**src/rtl/segxl_pkg.sv**
```systemverilog
package segxl_pkg;

    typedef enum logic [1:0] {
        ACC_READ  = 2'd0,
        ACC_WRITE = 2'd1,
        ACC_EXEC  = 2'd2,
        ACC_RSVD  = 2'd3
    } acc_kind_e;

    typedef enum logic [1:0] {
        FLT_NONE = 2'd0,
        FLT_SEG  = 2'd1,
        FLT_LIM  = 2'd2,
        FLT_PERM = 2'd3
    } fault_e;

    localparam int PERM_R = 0;
    localparam int PERM_W = 1;
    localparam int PERM_X = 2;
    localparam int PERM_N = 3;

endpackage

```
**src/rtl/segxl_table.sv**
```systemverilog
module segxl_table
    import segxl_pkg::*;
#(
    parameter int NSEG  = 4,
    parameter int SEG_W = 2,
    parameter int PA_W  = 18,
    parameter int OFF_W = 14
) (
    input  logic              clk,
    input  logic              rst_n,
    input  logic              cfg_we,
    input  logic              cfg_priv,
    input  logic [SEG_W-1:0]  cfg_idx,
    input  logic [PA_W-1:0]   cfg_base,
    input  logic [OFF_W-1:0]  cfg_limit,
    input  logic [PERM_N-1:0] cfg_perm,
    input  logic              cfg_valid,
    input  logic [SEG_W-1:0]  lk_idx,
    output logic [PA_W-1:0]   lk_base,
    output logic [OFF_W-1:0]  lk_limit,
    output logic [PERM_N-1:0] lk_perm,
    output logic              lk_valid,
    input  logic              upd_en,
    input  logic              upd_dirty,
    input  logic [SEG_W-1:0]  upd_idx,
    input  logic [SEG_W-1:0]  st_idx,
    output logic              st_ref,
    output logic              st_dirty
);

    typedef struct packed {
        logic [NSEG-1:0][PA_W-1:0]   base;
        logic [NSEG-1:0][OFF_W-1:0]  limit;
        logic [NSEG-1:0][PERM_N-1:0] perm;
        logic [NSEG-1:0]             valid;
        logic [NSEG-1:0]             refd;
        logic [NSEG-1:0]             dirty;
    } tbl_t;

    tbl_t tbl_d, tbl_q;
    logic wr_ok;

    assign wr_ok = cfg_we && cfg_priv;

    always_comb begin
        tbl_d = tbl_q;
        if (upd_en) begin
            tbl_d.refd[upd_idx] = 1'b1;
            if (upd_dirty) begin
                tbl_d.dirty[upd_idx] = 1'b1;
            end
        end
        if (wr_ok) begin
            tbl_d.base[cfg_idx]  = cfg_base;
            tbl_d.limit[cfg_idx] = cfg_limit;
            tbl_d.perm[cfg_idx]  = cfg_perm;
            tbl_d.valid[cfg_idx] = cfg_valid;
            tbl_d.refd[cfg_idx]  = 1'b0;
            tbl_d.dirty[cfg_idx] = 1'b0;
        end
    end

    always_ff @(posedge clk) begin
        if (!rst_n) begin
            tbl_q <= '0;
        end else begin
            tbl_q <= tbl_d;
        end
    end

    assign lk_base  = tbl_q.base[lk_idx];
    assign lk_limit = tbl_q.limit[lk_idx];
    assign lk_perm  = tbl_q.perm[lk_idx];
    assign lk_valid = tbl_q.valid[lk_idx];
    assign st_ref   = tbl_q.refd[st_idx];
    assign st_dirty = tbl_q.dirty[st_idx];

    // an unqualified write leaves every descriptor field untouched
    p_unpriv_ignored_r7: assert property (@(posedge clk) disable iff (!rst_n)
        (cfg_we && !cfg_priv) |=> ($stable(tbl_q.base) && $stable(tbl_q.limit)
                                   && $stable(tbl_q.perm) && $stable(tbl_q.valid)));

    // a clean access marks its descriptor referenced unless overwritten
    p_upd_sets_ref_r8: assert property (@(posedge clk) disable iff (!rst_n)
        (upd_en && !(wr_ok && cfg_idx == upd_idx)) |=> tbl_q.refd[$past(upd_idx)]);

    generate
        for (genvar g = 0; g < NSEG; g++) begin : g_entry_chk
            // dirty is never set on an entry that is not referenced
            p_dirty_needs_ref_r8: assert property (@(posedge clk) disable iff (!rst_n)
                tbl_q.dirty[g] |-> tbl_q.refd[g]);
        end
    endgenerate

endmodule

```
**src/rtl/segxl_check.sv**
```systemverilog
module segxl_check
    import segxl_pkg::*;
#(
    parameter int PA_W  = 18,
    parameter int OFF_W = 14
) (
    input  logic [PA_W-1:0]   base,
    input  logic [OFF_W-1:0]  limit,
    input  logic [PERM_N-1:0] perm,
    input  logic              valid,
    input  logic [OFF_W-1:0]  offset,
    input  acc_kind_e         kind,
    output logic [PA_W-1:0]   sum,
    output fault_e            fault
);

    logic over;
    logic allowed;

    // adder and comparator both start from the raw offset
    assign sum  = base + PA_W'(offset);
    assign over = offset > limit;

    always_comb begin
        unique case (kind)
            ACC_READ:  allowed = perm[PERM_R];
            ACC_WRITE: allowed = perm[PERM_W];
            ACC_EXEC:  allowed = perm[PERM_X];
            default:   allowed = 1'b0;
        endcase
    end

    always_comb begin
        if (!valid) begin
            fault = FLT_SEG;
        end else if (over) begin
            fault = FLT_LIM;
        end else if (!allowed) begin
            fault = FLT_PERM;
        end else begin
            fault = FLT_NONE;
        end
    end

endmodule

```
**src/rtl/segxl_unit.sv**
```systemverilog
module segxl_unit
    import segxl_pkg::*;
#(
    parameter int VA_W  = 16,
    parameter int SEG_W = 2,
    parameter int PA_W  = 18
) (
    input  logic                  clk,
    input  logic                  rst_n,
    input  logic                  xlate_en,
    input  logic                  req_valid,
    input  logic [VA_W-1:0]       req_vaddr,
    input  logic [1:0]            req_kind,
    input  logic                  cfg_we,
    input  logic                  cfg_priv,
    input  logic [SEG_W-1:0]      cfg_idx,
    input  logic [PA_W-1:0]       cfg_base,
    input  logic [VA_W-SEG_W-1:0] cfg_limit,
    input  logic [2:0]            cfg_perm,
    input  logic                  cfg_valid,
    input  logic [SEG_W-1:0]      st_idx,
    output logic                  st_ref,
    output logic                  st_dirty,
    output logic                  rsp_valid,
    output logic [PA_W-1:0]       rsp_paddr,
    output logic                  rsp_seg_fault,
    output logic                  rsp_lim_fault,
    output logic                  rsp_perm_fault
);

    localparam int OFF_W = VA_W - SEG_W;
    localparam int NSEG  = 1 << SEG_W;

    typedef struct packed {
        logic            valid;
        logic [PA_W-1:0] paddr;
        logic            seg;
        logic            lim;
        logic            perm;
    } rsp_t;

    rsp_t rsp_d, rsp_q;

    logic [SEG_W-1:0]  seg_idx;
    logic [OFF_W-1:0]  offset;
    logic [PA_W-1:0]   lk_base;
    logic [OFF_W-1:0]  lk_limit;
    logic [PERM_N-1:0] lk_perm;
    logic              lk_valid;
    logic [PA_W-1:0]   sum;
    fault_e            fault;
    acc_kind_e         kind;
    logic              upd_en;
    logic              upd_dirty;

    assign seg_idx = req_vaddr[VA_W-1 -: SEG_W];
    assign offset  = req_vaddr[OFF_W-1:0];
    assign kind    = acc_kind_e'(req_kind);

    segxl_table #(
        .NSEG (NSEG),
        .SEG_W(SEG_W),
        .PA_W (PA_W),
        .OFF_W(OFF_W)
    ) u_table (
        .clk      (clk),
        .rst_n    (rst_n),
        .cfg_we   (cfg_we),
        .cfg_priv (cfg_priv),
        .cfg_idx  (cfg_idx),
        .cfg_base (cfg_base),
        .cfg_limit(cfg_limit),
        .cfg_perm (cfg_perm),
        .cfg_valid(cfg_valid),
        .lk_idx   (seg_idx),
        .lk_base  (lk_base),
        .lk_limit (lk_limit),
        .lk_perm  (lk_perm),
        .lk_valid (lk_valid),
        .upd_en   (upd_en),
        .upd_dirty(upd_dirty),
        .upd_idx  (seg_idx),
        .st_idx   (st_idx),
        .st_ref   (st_ref),
        .st_dirty (st_dirty)
    );

    segxl_check #(
        .PA_W (PA_W),
        .OFF_W(OFF_W)
    ) u_check (
        .base  (lk_base),
        .limit (lk_limit),
        .perm  (lk_perm),
        .valid (lk_valid),
        .offset(offset),
        .kind  (kind),
        .sum   (sum),
        .fault (fault)
    );

    always_comb begin
        rsp_d     = '0;
        upd_en    = 1'b0;
        upd_dirty = 1'b0;
        if (req_valid) begin
            rsp_d.valid = 1'b1;
            if (!xlate_en) begin
                rsp_d.paddr = PA_W'(req_vaddr);
            end else begin
                unique case (fault)
                    FLT_NONE: begin
                        rsp_d.paddr = sum;
                        upd_en      = 1'b1;
                        upd_dirty   = (kind == ACC_WRITE);
                    end
                    FLT_SEG:  rsp_d.seg  = 1'b1;
                    FLT_LIM:  rsp_d.lim  = 1'b1;
                    default:  rsp_d.perm = 1'b1;
                endcase
            end
        end
    end

    always_ff @(posedge clk) begin
        if (!rst_n) begin
            rsp_q <= '0;
        end else begin
            rsp_q <= rsp_d;
        end
    end

    assign rsp_valid      = rsp_q.valid;
    assign rsp_paddr      = rsp_q.paddr;
    assign rsp_seg_fault  = rsp_q.seg;
    assign rsp_lim_fault  = rsp_q.lim;
    assign rsp_perm_fault = rsp_q.perm;

    // never more than one fault flag per response
    p_one_fault_r5: assert property (@(posedge clk) disable iff (!rst_n)
        $onehot0({rsp_seg_fault, rsp_lim_fault, rsp_perm_fault}));

    // a faulted response carries no address
    p_fault_no_addr_r5: assert property (@(posedge clk) disable iff (!rst_n)
        (rsp_seg_fault || rsp_lim_fault || rsp_perm_fault) |-> (rsp_paddr == '0));

    // pass-through returns the virtual address with no fault
    p_bypass_r6: assert property (@(posedge clk) disable iff (!rst_n)
        (req_valid && !xlate_en) |=> (rsp_valid && rsp_paddr == PA_W'($past(req_vaddr))
            && !rsp_seg_fault && !rsp_lim_fault && !rsp_perm_fault));

    // an idle cycle yields no response and no fault
    p_idle_r10: assert property (@(posedge clk) disable iff (!rst_n)
        !req_valid |=> (!rsp_valid && !rsp_seg_fault && !rsp_lim_fault && !rsp_perm_fault));

    // the limit flag only ever follows a translated request
    p_lim_after_req_r2: assert property (@(posedge clk) disable iff (!rst_n)
        $rose(rsp_lim_fault) |-> $past(req_valid && xlate_en));

endmodule

```
**config.mk**
```make
export PLATFORM = sky130hd
export DESIGN_NAME = segxl_unit
export DESIGN_NICKNAME = d
export VERILOG_FILES = /design/src/rtl/segxl_pkg.sv /design/src/rtl/segxl_table.sv /design/src/rtl/segxl_check.sv /design/src/rtl/segxl_unit.sv
export SDC_FILE = /design/constraint.sdc
export NUM_CORES = 1
export LEC_CHECK = 0
export BUFFER_PORTS_ARGS = -buffer_cell sky130_fd_sc_hd__buf_2
export CORE_MARGIN = 1.5
export CORE_UTILIZATION = 30
export DETAILED_ROUTE_END_ITERATION = 12
export GPL_TIMING_DRIVEN = 0
export PLACE_DENSITY_LB_ADDON = 0.12
export SLEW_MARGIN = 0
export SYNTH_ARGS = -nofsm -noshare
export SYNTH_HDL_FRONTEND = slang
export SYNTH_HIERARCHICAL = 1
export SYNTH_SLANG_ARGS = --single-unit
```
**constraint.sdc**
```tcl
create_clock -name clk -period 3.8 [get_ports clk]
set_clock_uncertainty 0.15 [all_clocks]
set_input_delay 0.19 -clock clk [delete_from_list [all_inputs] [get_ports clk]]
set_output_delay 0.19 -clock clk [all_outputs]
set_load 0.005 [all_outputs]
```
* Word level (Yosys, flattened, before mapping)
Index checks and enable logic that the tools add are counted.
Storage, ports and cells: word-level logic and storage cells 92, bits of input ports 64, output and inout bits 24, register bits after elaboration 174
Operators by class: multiplexer cells 46, order comparisons 6, equality and inequality tests 4, bitwise logic cells 5, add/sub/neg operators 1, reduce and logical (&&, ||, !) cells 9
Operators by type and width (number):
- 72-bit bitwise mux | 1
- 18-bit 2-to-1 mux | 4
- 56-bit bitwise mux | 1
- 18-bit binary-select mux with 2-bit select | 1
- 18-bit demux with 2-bit select | 1
- 14-bit binary-select mux with 2-bit select | 1
- 14-bit demux with 2-bit select | 1
- 14-bit 2-to-1 mux | 2
- 22-bit 2-to-1 mux | 1
- 18-bit by 14-bit adder with 18-bit output | 1
- 8-bit 2-to-1 mux | 2
- 14-bit greater-than comparator | 1
- 1-bit 2-to-1 mux | 14
- 12-bit bitwise mux | 1
- 2-bit by 3-bit less-than comparator with 1-bit output (second input constant) | 3
- 3-bit 2-to-1 mux | 3
- 4-bit AND | 2
- 4-bit OR | 2
- 1-bit binary-select mux with 2-bit select | 3
- 3-bit binary-select mux with 2-bit select | 1
- 3-bit demux with 2-bit select | 1
- 2-bit 2-to-1 mux | 3
- 4-bit bitwise mux | 1
- 1-bit demux with 2-bit select | 2
- 12 further kinds | 18

* Logic depth before layout (Yosys ltp)
Gate-level depths: netlist of the first run.
depth after elaboration 14, depth in mapped cells 15, mapped depth without buffers 12

* Cells and area by module
The synthesis of the first run kept the hierarchy.
Modules (own cells, without submodules):
- segxl_table | cells each 584, times used 1, area an instance 6478.7 µm², sequential area each 3042.9 µm²
- segxl_check | cells each 174, times used 1, area an instance 1226.2 µm², sequential area each 0.0 µm²
- segxl_unit | cells each 56, times used 1, area an instance 726.9 µm², sequential area each 440.4 µm²

* Least setup slack after synthesis of the first run
Ideal clock, no wire load.
path kind input-to-reg, from input port req_vaddr[15], to register u_table/tbl_q[0] (netlist bit), path slack 0.218 ns, stages on the path 15, buffers on the path 3, arrival 3.373 ns, data required time 3.591 ns, path through buf_4 buf_6 mux4_2 inv_1 ha_1 a21o_1 a21o_1 a221oi_1 o221ai_1 a31o_1 nor3b_2 buf_2 and2_1 nor4bb_1 o211a_1
RTL lines:
- start, declared | RTL line segxl_unit.sv:12 | input logic [VA_W-1:0] req_vaddr,
- 14-bit binary-select mux with 2-bit select (*) | RTL line segxl_table.sv:72 | assign lk_limit = tbl_q.limit[lk_idx];
- 14-bit 2-to-1 mux (implied by the code) (*) | RTL line segxl_table.sv:72
- via lk_limit[3] | RTL line segxl_unit.sv:47 | logic [OFF_W-1:0] lk_limit;
- 14-bit greater-than comparator (*) | RTL line segxl_check.sv:22 | assign over = offset > limit;
- 2-bit 2-to-1 mux (*) | RTL line segxl_check.sv:36 | end else if (over) begin
- 2-bit 2-to-1 mux (*) | RTL line segxl_check.sv:34 | if (!valid) begin
- via fault[1] | RTL line segxl_unit.sv:51 | fault_e fault;
- 2-bit logical NOT (*) | RTL line segxl_unit.sv:111 | unique case (fault)
- 1-bit 2-to-1 mux (*) | RTL line segxl_unit.sv:111
- 1-bit 2-to-1 mux (*) | RTL line segxl_unit.sv:108 | if (!xlate_en) begin
- 1-bit 2-to-1 mux (*) | RTL line segxl_unit.sv:106 | if (req_valid) begin
- via upd_en | RTL line segxl_unit.sv:53 | logic upd_en;
- 8-bit 2-to-1 mux (*) | RTL line segxl_table.sv:47 | if (upd_en) begin
- 4-bit AND (no line)
- 8-bit 2-to-1 mux (*) | RTL line segxl_table.sv:53 | if (wr_ok) begin
- end signal, assigned | RTL line segxl_table.sv:67 | tbl_q <= tbl_d;
- end, declared | RTL line segxl_table.sv:40 | tbl_t tbl_d, tbl_q;
Mark *: on every way through the listed nets, which the timed path passes. The rest lies on a longest branch. The select of a mux whose other input is x is not followed. A chain may end at the register's enable or synchronous reset.

* Worst setup path after layout of the first run
from input port req_vaddr[14], to register u_table/tbl_q[0] (netlist bit)
Same word-level chain as after synthesis.

==> summary.md, run 1 <==
| Metric | Value |
|---|---|
| Status | finished clean |
| Cell Area, Placed | around 9300 sq um |
| CTS tree | built |
| Post-route ant nets | 0 |
| Fillers | 2,798 |
| Count of final setup violators | 0 |
| Reg-to-Reg End | u_table/tbl_q[0] |
| Critical path class | in2reg |
| Util after Layout | 0.3840 |
| Area of the multi-input gates | 4537 sq um |
| First-pass GRT wire length | 38,660 um |
| Via density | 4.771 |
| CTS Buf Count | 17 |
| Comb power frac | 0.106 |
| Remaining Overflow, GRT | 0 |
| Critical Path Source Type | input pin |
| Synthesized cell area | 8432 sq um |
| Switching share of power | 0.2462 |
| DRT Wirelength | 25,520 um |
| Net switching power of the design | 0.001059 W |
| Worst path top cell family by delay | compound AO/OA/AOI/OAI gates |
| Initial Util | 0.3043 |
| Post-synth ARST share | 0 |
| Area Growth Syn to Fin | 26.19% |
| Final instance area | 10,640 sq um |
| Io pins | 88 |
| Worst hold stages | 3 |
| Setup crit end | u_table/tbl_q[0] |
| CP Data Arrival Time | 3.85 ns |
| Unrepaired setup endpoints after global routing | no |
| Post-synth top flop | dfxtp_1 |
| Pwr/cell area | 404.3 nW/um^2 |
| Worst reg2reg setup slack | 0.21 ns |
| Row Count | 61 |
| Syn Area/Cell | 10.36 sq um |
| Yosys cell types | 56 |
| Cells after Synth | roughly 810 |
| Static leakage | between 4 and 5 nW |
| Critical Path RT | 4.03 ns |
| Slew Limit Fails | 0 |
| Worst skew pair latency | 0.43 ns |
| Hold Vio Cnt, Final | 0 |
| Root buffer cell | clkbuf_16 |
| Core area | 27,710 sq um |
| Global Route Usage Sum | 0.1799 |
| EDFF count, synth | 0 |
| Crit-path slowest cell | mux4_2 |
| Fin crit period | 3.619 ns |
| Yosys synthesis warning count | 6 |
| RR Startpoint | u_table/tbl_q[69] |
| Sink Count | 174 |
| Peak VDD IR | about 280 uV |
| Drt initial violations | approximately 320 |
| Peak Freq | 276.3 MHz |
| Input/output buffers | 87 |
| Type of the tightest min-delay check | in2reg |
| Relative slew slack | 0.5347 |
| Crit Path Max Fanout | 10 |
| Placer congestion estimate | 0.7988 |
| Routed len/inst | 18.64 um |
| R2R cell count | 13 |
| Via Count | 6,532 |
| Final period util | 0.9525 |
| DR DRC count | 0 |
| CP Depth | 16 |
| Fraction of layout cells with a size suffix above 1 | 0.2180 |
| DPL Wire Length | 18,620 um |
| Register area share after synthesis | 0.4131 |
| CP dominant cell by count | buf_4 |
| Crit path cell chain | buf_2 > buf_4 > buf_4 > mux4_2 > inv_1 > ha_1 > a21o_1 > a21o_1 > a221oi_2 > o221ai_2 > a31o_1 > nor3b_4 > buf_4 > and2_2 > nor4bb_2 > o211a_1 |
| Largest net degree at the start of global routing | 17 |
| Setup WS post-layout | 0.1806 ns |
| Syn_nets | 907 |
| Vias in the first global route | 6,548 |
| Die Span Y | 170.7 um |
| # nets final | between 1k and 1.5k |
| CP startpoint | req_vaddr[14] |
| Worst slew pin tran | 0.6980 ns |
| Setup TNS | 0 ns |
| FF+latch count, synth | about 170 |
| H-tree depth | 4 |
| Die area | slightly below 30,000 sq um |
| Buf/Inv on CP | 5 |
| Critical Path End Type | flip-flop |
| Power Internal | 0.003243 W |
| Clk slew on worst S/H paths | 0.07 ns |
| Part of the power in the clock network | 0.457 |
| Register area | 3483 sq um |
| Max stage delay on crit path | slightly below 0.4 ns |
| Die X | 170.7 um |
| Pre-Repair DR Iteration Count | 5 |
| Initial antenna violation count | 0 |
| Max_cap viols | 0 |
| Share of power burned in registers | 0.437 |
| Pre-CTS setup slack | -0.8353 ns |
| # diodes | 0 |
| Hold WS | approximately 0.045 ns |
| Clock Path Buffers | 2 |
-- cell usage in the layout, fill, tap and decap left out, drive strengths merged, types with 2 or more instances in the layout --
cell type / n
a211oi: 6
a21o: 9
a21oi: 13
a31oi: 5
a32o: 16
and2: 3
and3: 2
and3b: 2
and4: 2
and4b: 3
buf: 136
bufinv: 5
clkbuf: 25
clkinv: 3
dfxtp: 174
dlygate4sd3: 56
ha: 28
inv: 36
mux2i: 146
mux4: 38
nand2: 189
nand3: 5
nand3b: 4
nand4: 6
nand4b: 3
nor2: 16
nor3: 6
nor3b: 4
o211a: 4
o211ai: 3
o21ai: 8
o21bai: 2
o221ai: 2
xnor2: 8
xor2: 5
-- state kept, by name, summed over array words and instances, names as in the netlist --
register	cells
rsp_lim_fault	1
rsp_valid	1
rsp_seg_fault	1
rsp_perm_fault	1
u_table/tbl_q	152
rsp_paddr	18
-- layout make-up --
cell class              instances  area share
plain buffers                  56     0.03410
clock buffers                  17     0.03998
clock inverters                15     0.02152
inverters                      30     0.01058
multi-input cells             554      0.4264
flip-flops and latches        174      0.3274
well taps                     378     0.04445
repair buffers                145     0.09560
-- tightest hold or removal path, cell delays in order --
cell and delay (ns):
buf_2 0.18, nand3b_1 0.14, a211oi_1 0.06
-- power groups by stage --
stage	combinational [W]	clock (W)	sequential [W]
CTS	0.000459	0.00202	0.00188
global route	0.000499	0.00209	0.00188
global placement	0.000410	0	0.00192
finish	0.000456	0.00197	0.00188
floorplan	0.000253	0	0.00192
detailed placement	0.000409	0	0.00192
-- timing repair --
action / 4_1_cts / 5_1_grt
setup buffers: 0 / 1
hold buffers: 56 / 0
setup endpoints to repair: 8 / 7
hold endpoints to repair: 155 / 0
cloned: 0 / 1
gates resized for setup: 10 / 7
pin swaps: 0 / 3
-- metrics by stage --
| step | instances | power [W] |
|---|---|---|
| finish | 1369 | 0.004302 |
| global route | 1369 | 0.004473 |
| CTS | 1367 | 0.004361 |
| detailed placement | 1279 | 0.002330 |
| global placement | 1279 | 0.002330 |
| floorplan | 814 | 0.002170 |
-- kinds of logic (layout without fill, tap and decap cells) --
family	after synthesis	after routing	share of synthesized area
and+or+nand+nor	252	252	0.1325
buffers and inverters	86	263	0.05283
adders and majority gates	29	29	0.04392
muxes	184	184	0.2748
xor gates and xnor gates	13	13	0.01350
AOI/OAI and AO/OA	76	76	0.06930
DFF	174	174	0.4131
-- worst min-delay path by stage --
stage	start	end	slack, ns
3_3_place_gp	u_table/tbl_q[121]	u_table/tbl_q[121]	0.29
3_5_place_dp	u_table/tbl_q[55]	u_table/tbl_q[55]	0.30
5_1_grt	req_vaddr[14]	u_table/tbl_q[6]	0.03
6_report	req_vaddr[14]	u_table/tbl_q[6]	0.05
2_1_floorplan	req_vaddr[0]	rsp_paddr[0]	0.17
4_1_cts	req_vaddr[14]	u_table/tbl_q[6]	0.007
-- routing by layer --
layer  vias up  global-route usage  part of all wire
li1       3223                   -                 -
met4         0             0.04232            0.0087
met2       118              0.3015              0.47
met3        15             0.02892             0.034
met1      3176              0.2414              0.48
met5         -                   0                 0
-- cell usage after synthesis (4+ instances only) --
master      n  area, sq um
nand2_1   189        709.4
dfxtp_1   174         3483
mux2i_1   146         1461
mux4_2     38        855.8
inv_1      30        112.6
buf_2      29        145.1
ha_1       28        350.3
a32o_1     16        160.2
nor2_1     16        60.06
a21oi_1    13        65.06
buf_4       9        67.56
a21o_1      8        60.06
clkbuf_1    8        30.03
xnor2_1     8        70.07
buf_6       7        78.83
a211oi_1    6        45.04
nand4_1     6        37.54
nor3_1      6        30.03
o21ai_0     6        30.03
a31oi_1     5        31.28
xor2_1      5        43.79
nand3_1     4        20.02
nand3b_1    4        30.03
o211a_1     4        40.04
(Power assumes the default switching activity.)
==> run 2, diff against run 1 <==
Settings changed: CORE_UTILIZATION 30 to 45, GPL_TIMING_DRIVEN 0 to unset.
==> run 2 against run 1 <==
Compared with the run above:
- the flow now finishes with violations (DRC)
- critical path depth decreased by 4
- worst hold slack lost 0.031 ns
- power decreased by 7.5%
- die area down 33%
- sequential share of layout area up 1.8 points
- register-to-register slack better by 0.05 ns
- sequential cell count unchanged
- final cell count down 14%
- critical endpoint unchanged
- highest routed layer unchanged
==> summary.md, run 2 (same netlist as run 1, synthesis figures left out) <==
| Metric | Value |
|---|---|
| Status | finished, violations left (was finished clean) |
| Failing checks | DRC |
| Final period util | 0.9304 (was 0.9525) |
| CP dominant cell by count | a21o_1 (was buf_4) |
| Net switching power of the design | 0.0009837 W (was 0.001059 W) |
| # diodes | 0 (unchanged) |
| Type of the tightest min-delay check | in2reg (unchanged) |
| Root buffer cell | clkbuf_16 (unchanged) |
| Pre-Repair DR Iteration Count | 9 (was 5) |
| RR Startpoint | u_table/tbl_q[69] (unchanged) |
| Max stage delay on crit path | 0.46 ns (was 0.39 ns) |
| DP Cell Count | 1,091 (was 1,279) |
| Area Growth Syn to Fin | 19.77% (was 26.19%) |
| Sink Count | 174 (unchanged) |
| CP startpoint | u_table/tbl_q[69] (was req_vaddr[14]) |
| Setup repair bufs after CTS | 0 (unchanged) |
| Count of final setup violators | 0 (unchanged) |
| CTS tree | built (unchanged) |
| Row Count | 49 (was 61) |
| Setup TNS | 0 ns (unchanged) |
| Die area | 19,570 sq um (was 29,120 sq um) |
| DRT Wirelength | 21,230 um (was 25,520 um) |
| CTS Buf Count | 17 (unchanged) |
| R2R cell count | 12 (was 13) |
| Clk slew on worst S/H paths | 0.06 ns (was 0.07 ns) |
| Crit-path slowest cell | mux4_2 (unchanged) |
| Largest Register | u_table/tbl_q (unchanged) |
| Io pins | 88 (unchanged) |
| Critical Path Source Type | flip-flop (was input pin) |
| Vias in the first global route | 6,500 (was 6,548) |
| Share of power burned in registers | 0.472 (was 0.437) |
| Part of the power in the clock network | 0.423 (was 0.457) |
| Clock Path Buffers | 2 (unchanged) |
| # nets final | 1,026 (was 1,071) |
| Critical Path RT | 4.02 ns (was 4.03 ns) |
| Remaining Overflow, GRT | 0 (unchanged) |
| First-pass GRT wire length | 34,030 um (was 38,660 um) |
| Critical path class | reg2reg (was in2reg) |
| Post-route insts no fill | 1,175 (was 1,369) |
| Pwr/cell area | 394.2 nW/um^2 (was 404.3 nW/um^2) |
| DR DRC count | 8 (was 0) |
| Worst slew pin tran | 0.9711 ns (was 0.6980 ns) |
| Setup crit end | u_table/tbl_q[0] (unchanged) |
| Via density | 5.477 (was 4.771) |
| Drt initial violations | 393 (was 317) |
| Input/output buffers | 87 (unchanged) |
| Relative slew slack | 0.3526 (was 0.5347) |
| Peak VDD IR | 279.8 uV (was 280.4 uV) |
| Global Route Usage Sum | 0.2238 (was 0.1799) |
| Die X | 139.9 um (was 170.7 um) |
| Crit path cell chain | mux4_2 > inv_1 > ha_1 > a21o_1 > a21o_1 > a221oi_1 > o221ai_1 > a31o_1 > nor3b_2 > and2_1 > nor4bb_1 > o211a_1 (was buf_2 > buf_4 > buf_4 > mux4_2 > inv_1 > ha_1 > a21o_1 > a21o_1 > a221oi_2 > o221ai_2 > a31o_1 > nor3b_4 > buf_4 > and2_2 > nor4bb_2 > o211a_1) |
| Hold Vio Cnt, Final | 0 (unchanged) |
| H-tree depth | 4 (unchanged) |
| Core area | 18,150 sq um (was 27,710 sq um) |
| Crit Path Max Fanout | 8 (was 10) |
| Via Count | 6,436 (was 6,532) |
| Static leakage | 4.674 nW (was 4.870 nW) |
| Initial antenna violation count | 0 (unchanged) |
| Most common cell after layout, fill and taps aside | nand2_1 (unchanged) |
| Peak Freq | 282.8 MHz (was 276.3 MHz) |
| Comb power frac | 0.105 (was 0.106) |
| Reg-to-Reg End | u_table/tbl_q[0] (unchanged) |
| Worst reg2reg setup slack | 0.26 ns (was 0.21 ns) |
| Largest net degree at the start of global routing | 144 (was 17) |
| Initial Util | 0.4646 (was 0.3043) |
| Routed len/inst | 18.06 um (was 18.64 um) |
| CP Data Arrival Time | 3.75 ns (was 3.85 ns) |
| Most frequent cells in the layout | nand2_1 (189), dfxtp_1 (174), mux2i_1 (146) (unchanged) |
| Unrepaired setup endpoints after global routing | no (unchanged) |
| Die Span Y | 139.9 um (was 170.7 um) |
| Placer congestion estimate | 0.8545 (was 0.7988) |
| Max_cap viols | 0 (unchanged) |
| Fin crit period | 3.536 ns (was 3.619 ns) |
| Switching share of power | 0.2471 (was 0.2462) |
| Fraction of layout cells with a size suffix above 1 | 0.1903 (was 0.2180) |
| Worst skew pair latency | 0.43 ns (about the same) |
| Power Internal | 0.002997 W (was 0.003243 W) |
| Critical Path End Type | flip-flop (unchanged) |
| Slew Limit Fails | 0 (unchanged) |
| Post-route ant nets | 0 (unchanged) |
| Max reg flops | 152 (unchanged) |
| DPL Wire Length | 14,600 um (was 18,620 um) |
==> run 2: area by class of cell <==
| type | instances | area [sq um] |
|---|---|---|
| clock inverters | 11 | 111.4 |
| clock buffers | 21 | 460.4 |
| inverters | 30 | 112.6 |
| fillers | 1584 | 8049 |
| flip-flops and latches | 174 | 3483 |
| repair buffers | 156 | 1124 |
| multi-input cells | 554 | 4521 |
| well taps | 229 | 286.5 |
==> run 2: worst max-delay path: cells and delay by family (launching register included) <==
family | cells | cell delay (ns)
compound gates | 6 | 1.34
simple gates | 3 | 0.93
mux | 1 | 0.46
flops | 1 | 0.31
fa+ha+maj | 1 | 0.23
buf+inv | 1 | 0.07
==> run 2: power by group through the flow <==
| stage | combinational, W | sequential (W) | clock, W |
|---|---|---|---|
| global route | 0.000457 | 0.00188 | 0.00179 |
| CTS | 0.000418 | 0.00188 | 0.00172 |
| floorplan | 0.000253 | 0.00192 | 0 |
| detailed placement | 0.000377 | 0.00192 | 0 |
| finish | 0.000418 | 0.00188 | 0.00168 |
| global placement | 0.000366 | 0.00192 | 0 |
==> run 2: repair_timing <==
item                                   CTS  global route
hold buffers                            52             0
resized for setup                        0             0
endpoints found under the hold margin  154             0
==> run 2: routing by layer <==
layer,share of wire,GRT usage,wire length [um]
met1,0.48,0.3071,10120
met2,0.47,0.3598,9926
met3,0.040,0.04026,847
met4,0.016,0.06981,334
met5,0,0,0
==> run 2: worst min path at each step <==
stage	start	endpoint	slack, ns	depth (start not counted)
after floorplan	req_vaddr[0]	rsp_paddr[0]	0.17	1
after global placement	u_table/tbl_q[123]	u_table/tbl_q[123]	0.29	2
after detailed placement	u_table/tbl_q[62]	u_table/tbl_q[62]	0.30	2
after CTS	cfg_limit[3]	u_table/tbl_q[41]	0.02	3
after global routing	cfg_limit[3]	u_table/tbl_q[41]	0.03	3
final	cfg_limit[3]	u_table/tbl_q[41]	0.01	3
==> run 2: stage by stage <==
| step | utilization | cell area (sq um) | setup slack [ns] | hold WS, ns | total power [W] |
|---|---|---|---|---|---|
| 2_1_floorplan | - | 8432 | 0.2182 | 0.1658 | 0.002170 |
| 3_5_place_dp | 0.4963 | 9006 | 0.09824 | 0.2971 | 0.002299 |
| 6_report | 0.5565 | 10100 | 0.2643 | 0.01401 | 0.003981 |
| 5_1_grt | 0.5565 | 10100 | 0.02968 | 0.03315 | 0.004135 |
| 4_1_cts | 0.5565 | 10100 | 0.2743 | 0.02407 | 0.004016 |
| 3_3_place_gp | 0.4963 | 9006 | 0.1815 | 0.2890 | 0.002286 |
==> run 3, diff against run 2 <==
Settings changed: ABC_AREA set to 1, CELL_PAD_IN_SITES_DETAIL_PLACEMENT set to 2, CELL_PAD_IN_SITES_GLOBAL_PLACEMENT set to 2, CORE_UTILIZATION 45 to 29.
==> run 3 against run 2 <==
Compared with the run above:
- the flow now finishes without violations
- non-clock buffer count shrank 11
- power up 15%
- area after synthesis increased by 15%
- synthesized cell count grew 89%
- register-to-register slack better by 0.55 ns
- wire length increased by 58%
- die area up 76%
- clock power rose by 12%
- global-route usage fell by 2.1 points
- highest routed layer unchanged
- combinational power rose by 88%
- largest cell class unchanged
==> summary.md, run 3 <==
| Metric | Value |
|---|---|
| Post-route ant nets | 0 (unchanged) |
| CTS tree | built (unchanged) |
| Via density | 4.746 (was 5.477) |
| Clk slew on worst S/H paths | 0.07 ns (was 0.06 ns) |
| Yosys top cell area share | 0.3602 (was 0.4131) |
| Critical path class | reg2reg (unchanged) |
| Pwr/cell area | 402.2 nW/um^2 (was 394.2 nW/um^2) |
| Crit Path Max Fanout | 8 (unchanged) |
| Post-synth ARST share | 0 (unchanged) |
| Register area share after synthesis | 0.3602 (was 0.4131) |
| Total Power | 0.004590 W (was 0.003981 W) |
| First-pass GRT wire length | 54,080 um (was 34,030 um) |
| H-tree depth | 4 (unchanged) |
| Vias in the first global route | 10.12k (was 6,500) |
| FF+latch count, synth | 174 (unchanged) |
| Most frequent cells in the layout | nand2_1 (409), nor2_1 (286), inv_1 (195) (was nand2_1 (189), dfxtp_1 (174), mux2i_1 (146)) |
| Fillers | 4,040 (was 1,584) |
| Worst slew pin tran | 0.9801 ns (was 0.9711 ns) |
| Cells after Synth | 1,541 (was 814) |
| Yosys synthesis warning count | 6 (unchanged) |
| Input/output buffers | 87 (unchanged) |
| Comb power frac | 0.172 (was 0.105) |
| Power Internal | 0.003259 W (was 0.002997 W) |
| Initial Util | 0.2957 (was 0.4646) |
| Static leakage | 5.269 nW (was 4.674 nW) |
| Synth top area cells | dfxtp_1 (36%), nand2_1 (16%), nor2_1 (11%) (was dfxtp_1 (41%), mux2i_1 (17%), mux4_2 (10%)) |
| Placer congestion estimate | 0.7914 (was 0.8545) |
| Synth area leader | dfxtp_1 (unchanged) |
| Final period util | 0.7858 (was 0.9304) |
| Global Route Usage Sum | 0.2030 (was 0.2238) |
| Syn Area/Cell | 6.275 sq um (was 10.36 sq um) |
| Synthesized cell area | 9671 sq um (was 8432 sq um) |
| Unrepaired setup endpoints after global routing | no (unchanged) |
| Initial antenna violation count | 0 (unchanged) |
| EDFF count, synth | 0 (unchanged) |
| CP Data Arrival Time | 3.22 ns (was 3.75 ns) |
| # nets final | 1,710 (was 1,026) |
| Remaining Overflow, GRT | 0 (unchanged) |
| DRT Wirelength | 33,510 um (was 21,230 um) |
| Clock Path Buffers | 2 (unchanged) |
| Fin crit period | 2.986 ns (was 3.536 ns) |
| Slew Limit Fails | 0 (unchanged) |
| Die Span Y | 185.6 um (was 139.9 um) |
| Count of final setup violators | 0 (unchanged) |
| # diodes | 0 (unchanged) |
| Peak VDD IR | 306.0 uV (was 279.8 uV) |
| Share of power burned in registers | 0.417 (was 0.472) |
| Setup repair bufs after CTS | 0 (unchanged) |
| Relative slew slack | 0.3466 (was 0.3526) |
| Root buffer cell | clkbuf_16 (unchanged) |
| DPL Wire Length | 22,750 um (was 14,600 um) |
| CTS Buf Count | 17 (unchanged) |
| Sink Count | 174 (unchanged) |
| Area Growth Syn to Fin | 18.04% (was 19.77%) |
| Net switching power of the design | 0.001332 W (was 0.0009837 W) |
| Post-synth top flop | dfxtp_1 (unchanged) |
| Hold Vio Cnt, Final | 0 (unchanged) |
| Die area | 34,450 sq um (was 19,570 sq um) |
| DR DRC count | 0 (was 8) |
| CTS Hold Buffers Added | 41 (was 52) |
| Setup TNS | 0 ns (unchanged) |
| # resized after CTS | 0 (unchanged) |
| Critical Path End Type | flip-flop (unchanged) |
| Largest net degree at the start of global routing | 113 (was 144) |
| Status | finished clean (was finished, violations left) |
| Max reg flops | 152 (unchanged) |
| Yosys cell types | 33 (was 56) |
| Fraction of layout cells with a size suffix above 1 | 0.09515 (was 0.1903) |
| Count leader, synth | nand2_1 (unchanged) |
| Final instance area | 11,410 sq um (was 10,100 sq um) |
| Peak Freq | 334.9 MHz (was 282.8 MHz) |
| Cell Area, Placed | 10,390 sq um (was 9006 sq um) |
| Max_cap viols | 0 (unchanged) |
| Via Count | 9,829 (was 6,436) |
| Switching share of power | 0.2901 (was 0.2471) |
| Type of the tightest min-delay check | in2reg (unchanged) |
| Post-synth top cells | nand2_1 (409), nor2_1 (286), inv_1 (195) (was nand2_1 (189), dfxtp_1 (174), mux2i_1 (146)) |
| Critical Path RT | 4.04 ns (was 4.02 ns) |
| DP Cell Count | 1,999 (was 1,091) |
| Drt initial violations | 298 (was 393) |
| Critical Path Source Type | flip-flop (unchanged) |
| Routed len/inst | 16.18 um (was 18.06 um) |
| Core area | 32,700 sq um (was 18,150 sq um) |
| Row Count | 66 (was 49) |
| Worst skew pair latency | 0.45 ns (was 0.43 ns) |
| Hold WS | 0.01243 ns (was 0.01401 ns) |
| Io pins | 88 (unchanged) |
| Syn_nets | 1,634 (was 907) |
| Die X | 185.6 um (was 139.9 um) |
| Pre-Repair DR Iteration Count | 4 (was 9) |
| Part of the power in the clock network | 0.412 (was 0.423) |
| Most common cell after layout, fill and taps aside | nand2_1 (unchanged) |
| Post-route insts no fill | 2,071 (was 1,175) |
| Largest Register | u_table/tbl_q (unchanged) |
-- run 3: cell count changes in the layout (fill, tap and decap cells not counted), sizes merged, moves of 98 or more --
cell | previous run | this run
nand3 | 5 | 124
nor2 | 16 | 294
nand2 | 189 | 416
inv | 31 | 199
mux2i | 146 | 0
a21oi | 13 | 111
-- run 3: cell families (layout without fill, tap and decap cells) --
family	count (synthesis)	count (layout)	synth area share
compound gates	198	198	0.1145
xor+xnor	8	8	0.007246
fa+ha+maj	29	29	0.03830
buf+inv	286	374	0.1255
flops	174	174	0.3602
simple gates	846	846	0.3542
-- run 3: path summary, 6_finish.rpt --
path / from / to / slack [ns] / cells after the start
worst max register to register: u_table/tbl_q[49] / u_table/tbl_q[1] / 0.81 / 22
worst min-delay path: req_vaddr[9] / rsp_paddr[9] / 0.01 / 5
worst max-delay path: u_table/tbl_q[49] / u_table/tbl_q[1] / 0.81 / 22
worst min register to register: u_table/tbl_q[0] / u_table/tbl_q[0] / 0.30 / 2
-- run 3: critical path, stage by stage (launching register included) --
cell and delay (ns):
dfxtp_1 0.34, inv_1 0.05, a21oi_1 0.12, o21ai_0 0.12
nand2_1 0.09, inv_1 0.04, ha_1 0.28, nand2_1 0.06
nor2_1 0.12, inv_1 0.05, nor2_1 0.14, nand2_1 0.08
nand2_1 0.06, nand2_1 0.11, nand2_1 0.09, nand2_1 0.13
nor2_4 0.12, inv_1 0.05, nor2_1 0.38, nand4_1 0.16
nand2_1 0.09, nand2_1 0.05, inv_1 0.05
-- run 3: layer usage --
layer,global-route usage,share of wire,up-vias
met3,0.02426,0.019,19
met2,0.3479,0.47,95
met4,0.05065,0.012,0
met1,0.2699,0.50,4779
met5,0,0,-
li1,-,-,4936
-- run 3: power by group through the flow --
stage / clock (W) / sequential, W / combinational, W
detailed placement: 0 / 0.00196 / 0.000763
global placement: 0 / 0.00195 / 0.000741
CTS: 0.00196 / 0.00191 / 0.000802
global route: 0.00203 / 0.00192 / 0.000901
floorplan: 0 / 0.00195 / 0.000518
finish: 0.00189 / 0.00191 / 0.000787
-- run 3: cell type report --
cell class	instances	area [sq um]	area share
inverter	198	745.7	0.06533
multi-input combinational	1081	4989	0.4370
tap	442	553.0	0.04845
clock buffer	23	488.0	0.04275
timing repair buffer	145	1028	0.09010
sequential	174	3483	0.3052
clock inverter	8	127.6	0.01118
-- run 3: per-stage QoR --
step | utilization | setup slack (ns)
after floorplan | - | 0.9624
after global placement | 0.3177 | 0.4696
after detailed placement | 0.3177 | 0.3617
after CTS | 0.3491 | 0.7508
after global routing | 0.3491 | 0.3926
final | 0.3491 | 0.8141
